## config.mk

```make
export PLATFORM = sky130hd
export DESIGN_NAME = lockram_top
export DESIGN_NICKNAME = d
export VERILOG_FILES = /design/src/rtl/lockram_pkg.sv /design/src/rtl/lockram_lockreg.sv /design/src/rtl/lockram_decode.sv /design/src/rtl/lockram_array.sv /design/src/rtl/lockram_top.sv
export SDC_FILE = /design/constraint.sdc
export NUM_CORES = 1
export LEC_CHECK = 0
export ABC_AREA = 0
export BUFFER_PORTS_ARGS = -buffer_cell sky130_fd_sc_hd__buf_2
export CORE_MARGIN = 2
export CORE_UTILIZATION = 45
export CTS_CLUSTER_SIZE = 16
export DETAILED_ROUTE_END_ITERATION = 16
export SLEW_MARGIN = 20
export SYNTH_ARGS = -nofsm -noshare
export SYNTH_HDL_FRONTEND = slang
export SYNTH_HIERARCHICAL = 1
export SYNTH_SLANG_ARGS = --single-unit
```

## constraint.sdc

```tcl
create_clock -name clk -period 2.15 [get_ports clk]
set_input_delay 0.1075 -clock clk [delete_from_list [all_inputs] [get_ports clk]]
set_output_delay 0.1075 -clock clk [all_outputs]
set_load 0.01 [all_outputs]
```

## src/rtl/lockram_pkg.sv

```systemverilog
package lockram_pkg;
   localparam int unsigned NUM_WIN         = 2;
   localparam int unsigned DATA_W          = 8;
   localparam int unsigned CFG_PWR_CLR_BIT = 2;
   typedef logic [DATA_W-1:0] byte_t;
endpackage

```

## src/rtl/lockram_lockreg.sv

```systemverilog
module lockram_lockreg
   import lockram_pkg::*;
(
   input  logic               clk,
   input  logic               hard_rst_n,
   input  logic               pwr_rst_n,
   input  logic               cfg_wr,
   input  byte_t              cfg_wdata,
   output logic [NUM_WIN-1:0] lock_q,
   output logic               pwr_sts
);
   if (CFG_PWR_CLR_BIT < NUM_WIN || CFG_PWR_CLR_BIT >= DATA_W) begin : g_bad_cfg
      $error("lockram_lockreg: clear bit overlaps lock bits or lies outside the byte");
   end

   // set-only lock bits, cleared by the hard reset alone
   always_ff @(posedge clk or negedge hard_rst_n) begin
      if (!hard_rst_n)
         lock_q <= '0;
      else if (cfg_wr)
         lock_q <= lock_q | cfg_wdata[NUM_WIN-1:0];
   end

   // sticky power flag; the asynchronous set beats a same-cycle clear
   always_ff @(posedge clk or negedge pwr_rst_n) begin
      if (!pwr_rst_n)
         pwr_sts <= 1'b1;
      else if (cfg_wr && cfg_wdata[CFG_PWR_CLR_BIT])
         pwr_sts <= 1'b0;
   end

   for (genvar i = 0; i < NUM_WIN; i++) begin : g_lock_chk
      AST_LOCK_SET: assert property (@(posedge clk) disable iff (!hard_rst_n)
         (cfg_wr && cfg_wdata[i]) |=> lock_q[i]);
      AST_LOCK_HOLD: assert property (@(posedge clk) disable iff (!hard_rst_n)
         lock_q[i] |=> lock_q[i]);
   end

   AST_PWR_CLEAR: assert property (@(posedge clk) disable iff (!pwr_rst_n)
      (cfg_wr && cfg_wdata[CFG_PWR_CLR_BIT]) |=> !pwr_sts);
endmodule

```

## src/rtl/lockram_decode.sv

```systemverilog
module lockram_decode
   import lockram_pkg::*;
#(
   parameter int unsigned IDX_W     = 7,
   parameter int unsigned WIN_BYTES = 8,
   parameter int unsigned WIN0_BASE = 56,
   parameter int unsigned WIN1_BASE = 72
) (
   input  logic [IDX_W-1:0]   idx,
   input  logic [NUM_WIN-1:0] lock_q,
   output logic [NUM_WIN-1:0] hit,
   output logic               blocked
);
   localparam int unsigned DEPTH = 1 << IDX_W;
   localparam int unsigned BASES [NUM_WIN] = '{WIN0_BASE, WIN1_BASE};

   if (WIN0_BASE + WIN_BYTES > DEPTH || WIN1_BASE + WIN_BYTES > DEPTH) begin : g_bad_range
      $error("lockram_decode: a window runs past the end of the array");
   end
   if (WIN0_BASE < WIN1_BASE + WIN_BYTES && WIN1_BASE < WIN0_BASE + WIN_BYTES) begin : g_bad_overlap
      $error("lockram_decode: windows overlap");
   end

   for (genvar i = 0; i < NUM_WIN; i++) begin : g_win
      localparam int unsigned LO = BASES[i];
      localparam int unsigned HI = BASES[i] + WIN_BYTES;
      assign hit[i] = (32'(idx) >= LO) && (32'(idx) < HI);
   end

   assign blocked = |(hit & lock_q);
endmodule

```

## src/rtl/lockram_array.sv

```systemverilog
module lockram_array
   import lockram_pkg::*;
#(
   parameter int unsigned IDX_W     = 7,
   parameter bit          FILL_ONES = 1'b1
) (
   input  logic             clk,
   input  logic             hard_rst_n,
   input  logic [IDX_W-1:0] idx,
   input  byte_t            wdata,
   input  logic             wr_req,
   input  logic             rd_req,
   input  logic             blocked,
   output byte_t            rdata
);
   localparam int unsigned DEPTH = 1 << IDX_W;

   if (IDX_W < 4 || IDX_W > 10) begin : g_bad_idx
      $error("lockram_array: IDX_W must be between 4 and 10");
   end

   byte_t fill;
   if (FILL_ONES) begin : g_fill_ones
      assign fill = '1;
   end else begin : g_fill_zeros
      assign fill = '0;
   end

   byte_t mem [DEPTH];

   // contents are kept across both resets
   always_ff @(posedge clk) begin
      if (wr_req && !blocked)
         mem[idx] <= wdata;
   end

   always_ff @(posedge clk or negedge hard_rst_n) begin
      if (!hard_rst_n)
         rdata <= '0;
      else if (rd_req)
         rdata <= blocked ? fill : mem[idx];
   end

   AST_LOCKED_WR_KEEP: assert property (@(posedge clk) disable iff (!hard_rst_n)
      (wr_req && blocked) |=> (mem[$past(idx)] == $past(mem[idx])));
   AST_LOCKED_RD_FILL: assert property (@(posedge clk) disable iff (!hard_rst_n)
      (rd_req && blocked) |=> (rdata == fill));
   AST_RD_HOLD: assert property (@(posedge clk) disable iff (!hard_rst_n)
      !rd_req |=> $stable(rdata));
endmodule

```

## src/rtl/lockram_top.sv

```systemverilog
module lockram_top
   import lockram_pkg::*;
#(
   parameter int unsigned IDX_W     = 7,
   parameter int unsigned WIN_BYTES = 8,
   parameter int unsigned WIN0_BASE = 56,
   parameter int unsigned WIN1_BASE = 72,
   parameter bit          FILL_ONES = 1'b1
) (
   input  logic             clk,
   input  logic             hard_rst_n,
   input  logic             pwr_rst_n,
   input  logic [IDX_W-1:0] acc_idx,
   input  logic [7:0]       acc_wdata,
   input  logic             acc_wr,
   input  logic             acc_rd,
   output logic [7:0]       acc_rdata,
   input  logic             cfg_wr,
   input  logic [7:0]       cfg_wdata,
   output logic [1:0]       lock_sts,
   output logic             pwr_sts
);
   logic [NUM_WIN-1:0] lock_q;
   logic [NUM_WIN-1:0] win_hit;
   logic               blocked;

   lockram_lockreg u_lockreg (
      .clk        (clk),
      .hard_rst_n (hard_rst_n),
      .pwr_rst_n  (pwr_rst_n),
      .cfg_wr     (cfg_wr),
      .cfg_wdata  (cfg_wdata),
      .lock_q     (lock_q),
      .pwr_sts    (pwr_sts)
   );

   lockram_decode #(
      .IDX_W     (IDX_W),
      .WIN_BYTES (WIN_BYTES),
      .WIN0_BASE (WIN0_BASE),
      .WIN1_BASE (WIN1_BASE)
   ) u_decode (
      .idx     (acc_idx),
      .lock_q  (lock_q),
      .hit     (win_hit),
      .blocked (blocked)
   );

   lockram_array #(
      .IDX_W     (IDX_W),
      .FILL_ONES (FILL_ONES)
   ) u_array (
      .clk        (clk),
      .hard_rst_n (hard_rst_n),
      .idx        (acc_idx),
      .wdata      (acc_wdata),
      .wr_req     (acc_wr),
      .rd_req     (acc_rd),
      .blocked    (blocked),
      .rdata      (acc_rdata)
   );

   assign lock_sts = lock_q;

   AST_HIT_ONEHOT: assert property (@(posedge clk) disable iff (!hard_rst_n)
      $onehot0(win_hit));
   AST_OUTSIDE_OPEN: assert property (@(posedge clk) disable iff (!hard_rst_n)
      (win_hit == '0) |-> !blocked);
   AST_PWR_KEEP_ON_HARD: assert property (@(posedge clk) disable iff (!pwr_rst_n)
      (!hard_rst_n && !cfg_wr) |=> $stable(pwr_sts));
endmodule

```

==> impl_results.md, run 1 <==
- Core area: between 0.08 and 0.09 mm2
- Vias per std cell: roughly 6.2
- DP Worst Slack: -0.906 ns
- Drt drc: 0
- Die area: 0.0922 mm2
- WP data required: around 2.7 ns
- Post-synthesis cell count: 2264
- CTS H-tree depth: 3
- Sw frac: a little over a fifth
- Comb pwr share: between 7 and 8%
- Layout cells sized above 1: between 30% and 40%
- Num ports: 40
- CP Data Arrival Time: roughly 2.9 ns
- WL/cell: between 30 and 40 um
- Num CTS Buffers: 103
- Power share of the sequential group: 51.3%
- Post-DP HPWL: ~84000 um
- Area growth, synth to finish: 23.3%
- Worst slew margin: 41.4%
- LEAKAGE: between 15 and 20 nW
- First-pass GRT wire length: roughly 180000 um
- Routed wire length: around 120000 um
- Cell Area, Placed: 0.0461 mm2
- Final net count: 2820
- Initial antenna violation count: 4
- Status: finished with violations
- Max-Cap Viols: 0
- Largest net degree at the start of global routing: 77
- Crit-path max FO: 1
- Final Critical Period: between 2 and 2.5 ns
- Hold WC Path Type: primary input to flop
- Worst Tran Pin Value: about 0.87 ns
- Post-layout util: 56.2%
- TritonCTS Sinks: 1035
- Slew Limit Fails: 0
- Worst setup SP type: flop
- Worst-skew pair later-pin latency: 0.67 ns
- PD cells: 873 mW/mm2
- Clock Path Buffers: 3
- Int Power: about 0.034 W
- Crit Path Class: flop to flop
- Routed vias: 25100
- Final Hold Viols: 0
- Die W: around 300 um
- Die Y-Extent: about 300 um
- Setup violators final: 5
- CP endpoint kind: flop
- Clock slew at reported path FFs: ~0.060 ns
- DR pass1 iterations: 6
- Max Fclk: between 400 and 500 MHz
- Drt initial violations: between 3000 and 4000
- Clock network fraction of total power: between 40 and 50%
- Final WS setup: -0.160 ns
- Root Driver: clkbuf_16
- RSZ-0062 raised after global routing: yes
- Yosys warning total: 6
- Vias in the first global route: about 25000
- CTS tree: done
- Initial Utilization: around 46%
- Mapped Avg Cell Area: roughly 18 um2
- Num rows: about 110
- Design Area, Final: ~0.050 mm2
- Cell area after synthesis: 0.0404 mm2
- Fin crit share: 107%
- Failing checks: negative setup slack
- Grt ovf: 0
- Input/output buffers: 34
- All-layer global routing usage: 26.7%
- GP Congestion: 0.934
- Final Skew: 0.0431 ns
- Antenna-violating nets left: 0
- Post-Syn Nets: approximately 2300
- Max IR drop VDD: between 0.8 and 0.9 mV
- Total net switching power: between 0.009 and 0.01 W
==> per-stage QoR <==
stage	TNS, ns	total power, W	hold WS [ns]	std cells
after floorplan	0	0.0239	-0.188	2264
after detailed placement	-34.42	0.0258	0.0270	3832
final	-0.263	0.0435	0.0519	4035
after global routing	-0.353	0.0445	0.0984	4034
after CTS	-0.248	0.0436	0.0134	4035
after global placement	-30.48	0.0257	0.0210	3832
==> power groups by stage <==
stage	combinational (W)	clock, W	sequential (W)
after floorplan	0.00120	0	0.0227
after global placement	0.00301	0	0.0227
after detailed placement	0.00303	0	0.0227
after CTS	0.00310	0.0182	0.0223
after global routing	0.00328	0.0190	0.0223
final	0.00317	0.0180	0.0223
==> final timing paths <==
check	cells past startpoint	to	slack [ns]	from
min in group asynchronous	3	u_lockreg/pwr_sts	0.46	pwr_rst_n
max in group asynchronous	3	u_array/rdata[2]	1.09	hard_rst_n
setup reg to reg	6	u_array/rdata[6]	-0.16	u_array/mem[79][6]
hold reg to reg	2	u_array/rdata[1]	0.62	u_array/rdata[1]
setup / recovery	6	u_array/rdata[6]	-0.16	u_array/mem[79][6]
hold / removal	4	u_array/rdata[7]	0.05	acc_idx[4]
==> registers in the layout (all words and copies together) (netlist names) <==
| signal | count |
|---|---|
| u_array/mem | 1024 |
| u_array/rdata | 8 |
| u_lockreg/lock_q | 2 |
| u_lockreg/pwr_sts | 1 |
==> placed cells by master, fill, tap and decap left out, types with 8 or more instances in the layout <==
| cell type | instances |
|---|---|
| a221oi_1 | 142 |
| mux2_1 | 9 |
| bufinv_16 | 15 |
| dlygate4sd3_1 | 21 |
| a22o_1 | 8 |
| nor2_1 | 202 |
| a21oi_1 | 60 |
| a31oi_1 | 14 |
| a221o_1 | 31 |
| mux2i_1 | 72 |
| mux2_2 | 41 |
| o21ai_1 | 9 |
| clkbuf_16 | 103 |
| buf_4 | 470 |
| o221ai_1 | 12 |
| dfrtp_1 | 10 |
| buf_12 | 61 |
| clkinv_1 | 20 |
| a22oi_1 | 37 |
| edfxtp_1 | 1024 |
| clkbuf_1 | 13 |
| nand3_1 | 17 |
| nor3_1 | 9 |
| buf_2 | 23 |
| clkinv_2 | 23 |
| nand2_1 | 96 |
| mux4_2 | 93 |
| o21ai_0 | 55 |
==> worst max-delay path, cell delays in order, from the launching register on <==
cell	delay, ns
edfxtp_1	0.39
mux4_2	0.47
mux4_2	0.56
a31oi_2	0.20
buf_4	0.15
nand3_2	0.08
o32a_1	0.34
==> cell type report <==
cell class | count | area (um2)
Antenna cell | 1 | 2.50
Multi-Input combinational cell | 1066 | 8830
Inverter | 6 | 22.5
Fill cell | 6825 | 38800
Clock buffer | 116 | 2630
Clock inverter | 67 | 712
Tap cell | 1165 | 1460
Timing Repair Buffer | 579 | 5130
Sequential cell | 1035 | 31000
==> what timing repair did <==
item | 4_1_cts | 5_1_grt
hold buffers | 21 | 0
pin swaps | 7 | 5
resized for setup | 26 | 17
gates cloned | 0 | 0
setup endpoints to repair | 14 | 246
buffers inserted | 0 | 0
hold endpoints to repair | 164 | 0
==> per-layer routing <==
layer | global-route usage, % | vias to the layer above | wire, um
li1 | - | 10400 | -
met1 | 37.3 | 12800 | 48500
met2 | 41.6 | 1607 | 56600
met3 | 5.34 | 271 | 13600
met4 | 10.3 | 10 | 4880
met5 | 0.724 | - | 150
(Power assumes the default switching activity.)
==> inputs of run 2 (changes only) <==
PLACE_DENSITY = 0.63   (was not set)
SLEW_MARGIN = 40   (was 20)
==> run 2 against run 1 <==
Effect of this change:
- the run still ends with negative setup slack left
- design area decreased by 0.19%
- critical path depth increased by 1
- die area unchanged
- via count decreased by 1.3%
- count of clock-buffer cells in the layout increased by 22
- sequential cell count unchanged
- non-clock buffer count decreased by 120
- fmax increased by 5.9%
- sequential share of layout area increased by 0.12 points
==> impl_results.md, run 2 (synthesized netlist as in run 1, its figures left out) <==
- First-pass GRT wire length: 178000 um (about the same)
- Worst Tran Pin Value: 0.842 ns (-0.0284 ns)
- Top reg by flops: u_array/mem
- TritonCTS Sinks: 1035 (unchanged)
- Num rows: 109 (unchanged)
- Routed wire length: 124000 um (+0.42%)
- Root Driver: clkbuf_16
- Max-Cap Viols: 0 (unchanged)
- Status: finished with violations
- Crit-path max cell delay: 0.60 ns (+0.04 ns)
- Final WS setup: -0.0309 ns (+0.129 ns)
- Num ports: 40 (unchanged)
- All-layer global routing usage: 26.7% (-0.072 points)
- Core area: 0.0886 mm2 (unchanged)
- Antenna-violating nets left: 0 (unchanged)
- CTS H-tree depth: 3 (unchanged)
- Clock slew at reported path FFs: 0.06 ns (about the same)
- Num CTS Buffers: 101 (-1.9%)
- Final net count: 2698 (-4.3%)
- Vias in the first global route: 24800 (+0.21%)
- CTS tree: done
- PD cells: 854 mW/mm2 (-2.1%)
- Worst-skew pair later-pin latency: 0.69 ns (+0.02 ns)
- WP data required: 2.71 ns (about the same)
- Crit Path Class: flop to flop
- Grt ovf: 0 (unchanged)
- Family with the most delay on the worst path: compound AO/OA/AOI/OAI gates
- Fin crit share: 101% (-6.0 points)
- Most frequent cells in the layout: edfxtp_1, buf_4, a221oi_1
- Post-DP HPWL: 82400 um (-2.2%)
- Worst path buffer plus inverter count: 0 (-1)
- Commonest non-fill, non-tap cell in the layout: edfxtp_1
- TNS Setup: -0.0425 ns (+0.220 ns)
- Area growth, synth to finish: 23.0%
- Die W: 304 um (unchanged)
- RSZ-0062 raised after global routing: yes
- Slowest CP cell: nor2b_1
- Biggest regs: u_array/mem x1024, u_array/rdata x8, u_lockreg/lock_q x2
- Setup violators final: 2 (-3)
- Layout cells sized above 1: 32.7% (+1.2 points)
- Drt drc: 0 (unchanged)
- Hold WC Path Type: primary input to flop
- CP endpoint kind: flop
- CP Data Arrival Time: 2.74 ns (-0.12 ns)
- Worst setup SP type: flop
- Max IR drop VDD: 0.692 mV (-14%)
- CP Cell Sequence: nand4bb_1 -> a21boi_2 -> nor2b_1 -> o2111a_1 -> o21ai_0 -> a211oi_1 -> o22ai_1
- PnR Total Power: 0.0424 W (-2.3%)
- Initial Utilization: 45.6% (unchanged)
- Worst slew margin: 42.4% (+0.98 points)
- Max Fclk: 459 MHz (+5.9%)
- Die Y-Extent: 304 um (unchanged)
- LEAKAGE: 16.1 nW (-4.3%)
- Hold WS: 0.0530 ns (+0.00111 ns)
- Failing checks: negative setup slack
- Vias per std cell: 6.30 (+1.4%)
- GP Congestion: 0.971 (+4.0%)
- DR pass1 iterations: 6 (unchanged)
- Number of flip-flops in the largest register: 1024 (unchanged)
- Initial antenna violation count: 3 (-1)
- Routed vias: 24700 (-1.3%)
- Crit-path max FO: 3 (+2)
- Final Hold Viols: 0 (unchanged)
- Die area: 0.0922 mm2 (unchanged)
- Clock Path Buffers: 3 (unchanged)
- Input/output buffers: 34 (unchanged)
- Drt initial violations: 3501 (+1.2%)
- Slew Limit Fails: 0 (unchanged)
- Post-layout util: 56.1% (-0.11 points)
- Final Skew: 0.0425 ns (-0.000544 ns)
- WL/cell: 31.7 um (+3.2%)
- Largest net degree at the start of global routing: 129 (+68%)
- Final Critical Period: 2.18 ns (-0.129 ns)
-- run 2: cell types whose count changed in the layout (fill, tap and decap cells not counted), sizes merged --
cell         previous run  this run
clkinv                 44        37
clkbuf                116       138
clkinvlp                6         2
diode                   1        12
bufinv                 15         4
buf                   558       445
dlygate4sd3            21        14
-- run 2: path summary, 6_finish.rpt --
path | start | end | slack (ns) | cells past startpoint
max | u_lockreg/lock_q[1] | u_array/rdata[2] | -0.03 | 7
min | acc_wdata[4] | u_array/mem[57][4] | 0.05 | 2
max reg2reg | u_lockreg/lock_q[1] | u_array/rdata[2] | -0.03 | 7
min reg2reg | u_array/rdata[5] | u_array/rdata[5] | 0.67 | 2
max in group asynchronous | hard_rst_n | u_lockreg/lock_q[0] | 1.14 | 3
min in group asynchronous | pwr_rst_n | u_lockreg/pwr_sts | 0.46 | 3
-- run 2: worst register-to-register path: stages (launching register included) --
cell and delay [ns]:
dfrtp_1 0.38, nand4bb_1 0.12, a21boi_2 0.11, nor2b_1 0.60, o2111a_1 0.30, o21ai_0 0.13, a211oi_1 0.31, o22ai_1 0.11
-- run 2: final cells by class --
| type | instances | area (um2) |
|---|---|---|
| Clock buffer | 138 | 2780 |
| Tap cell | 1165 | 1460 |
| Multi-Input combinational cell | 1066 | 9800 |
| Fill cell | 6771 | 38900 |
| Clock inverter | 45 | 342 |
| Inverter | 6 | 22.5 |
| Timing Repair Buffer | 459 | 4250 |
| Sequential cell | 1035 | 31000 |
| Antenna cell | 12 | 30.0 |
-- run 2: stage by stage --
step | instances | setup slack [ns] | cell area, um2
6_report | 3926 | -0.0309 | 49700
5_1_grt | 3914 | -0.0705 | 49700
4_1_cts | 3903 | -0.0259 | 49100
3_5_place_dp | 3707 | -0.683 | 45100
3_3_place_gp | 3707 | -0.979 | 45000
2_1_floorplan | 2264 | 0.0154 | 40400
-- run 2: routing by layer --
| layer | vias to the layer above | track usage, % | part of all wire (%) |
|---|---|---|---|
| met5 | - | 0 | 0.22 |
| met4 | 6 | 9.55 | 4.0 |
| met3 | 278 | 7.95 | 12 |
| met2 | 1559 | 41.1 | 46 |
| li1 | 10200 | - | - |
| met1 | 12700 | 36.1 | 38 |
-- run 2: timing repair --
action	4_1_cts	5_1_grt
pin swaps	9	41
gates resized for setup	198	73
cloned	0	1
setup buffers	0	11
setup endpoints to repair	875	591
hold buffers	14	0
hold endpoints to repair	86	0
-- run 2: power breakdown --
| group | leakage, nW | switching (W) | total, W | internal, W |
|---|---|---|---|---|
| clock | 1.52 | 0.00736 | 0.0169 | 0.00950 |
| combinational | 5.24 | 0.00206 | 0.00327 | 0.00122 |
| sequential | 9.32 | 0.0000726 | 0.0223 | 0.0222 |
| total | 16.1 | 0.00949 | 0.0424 | 0.0330 |
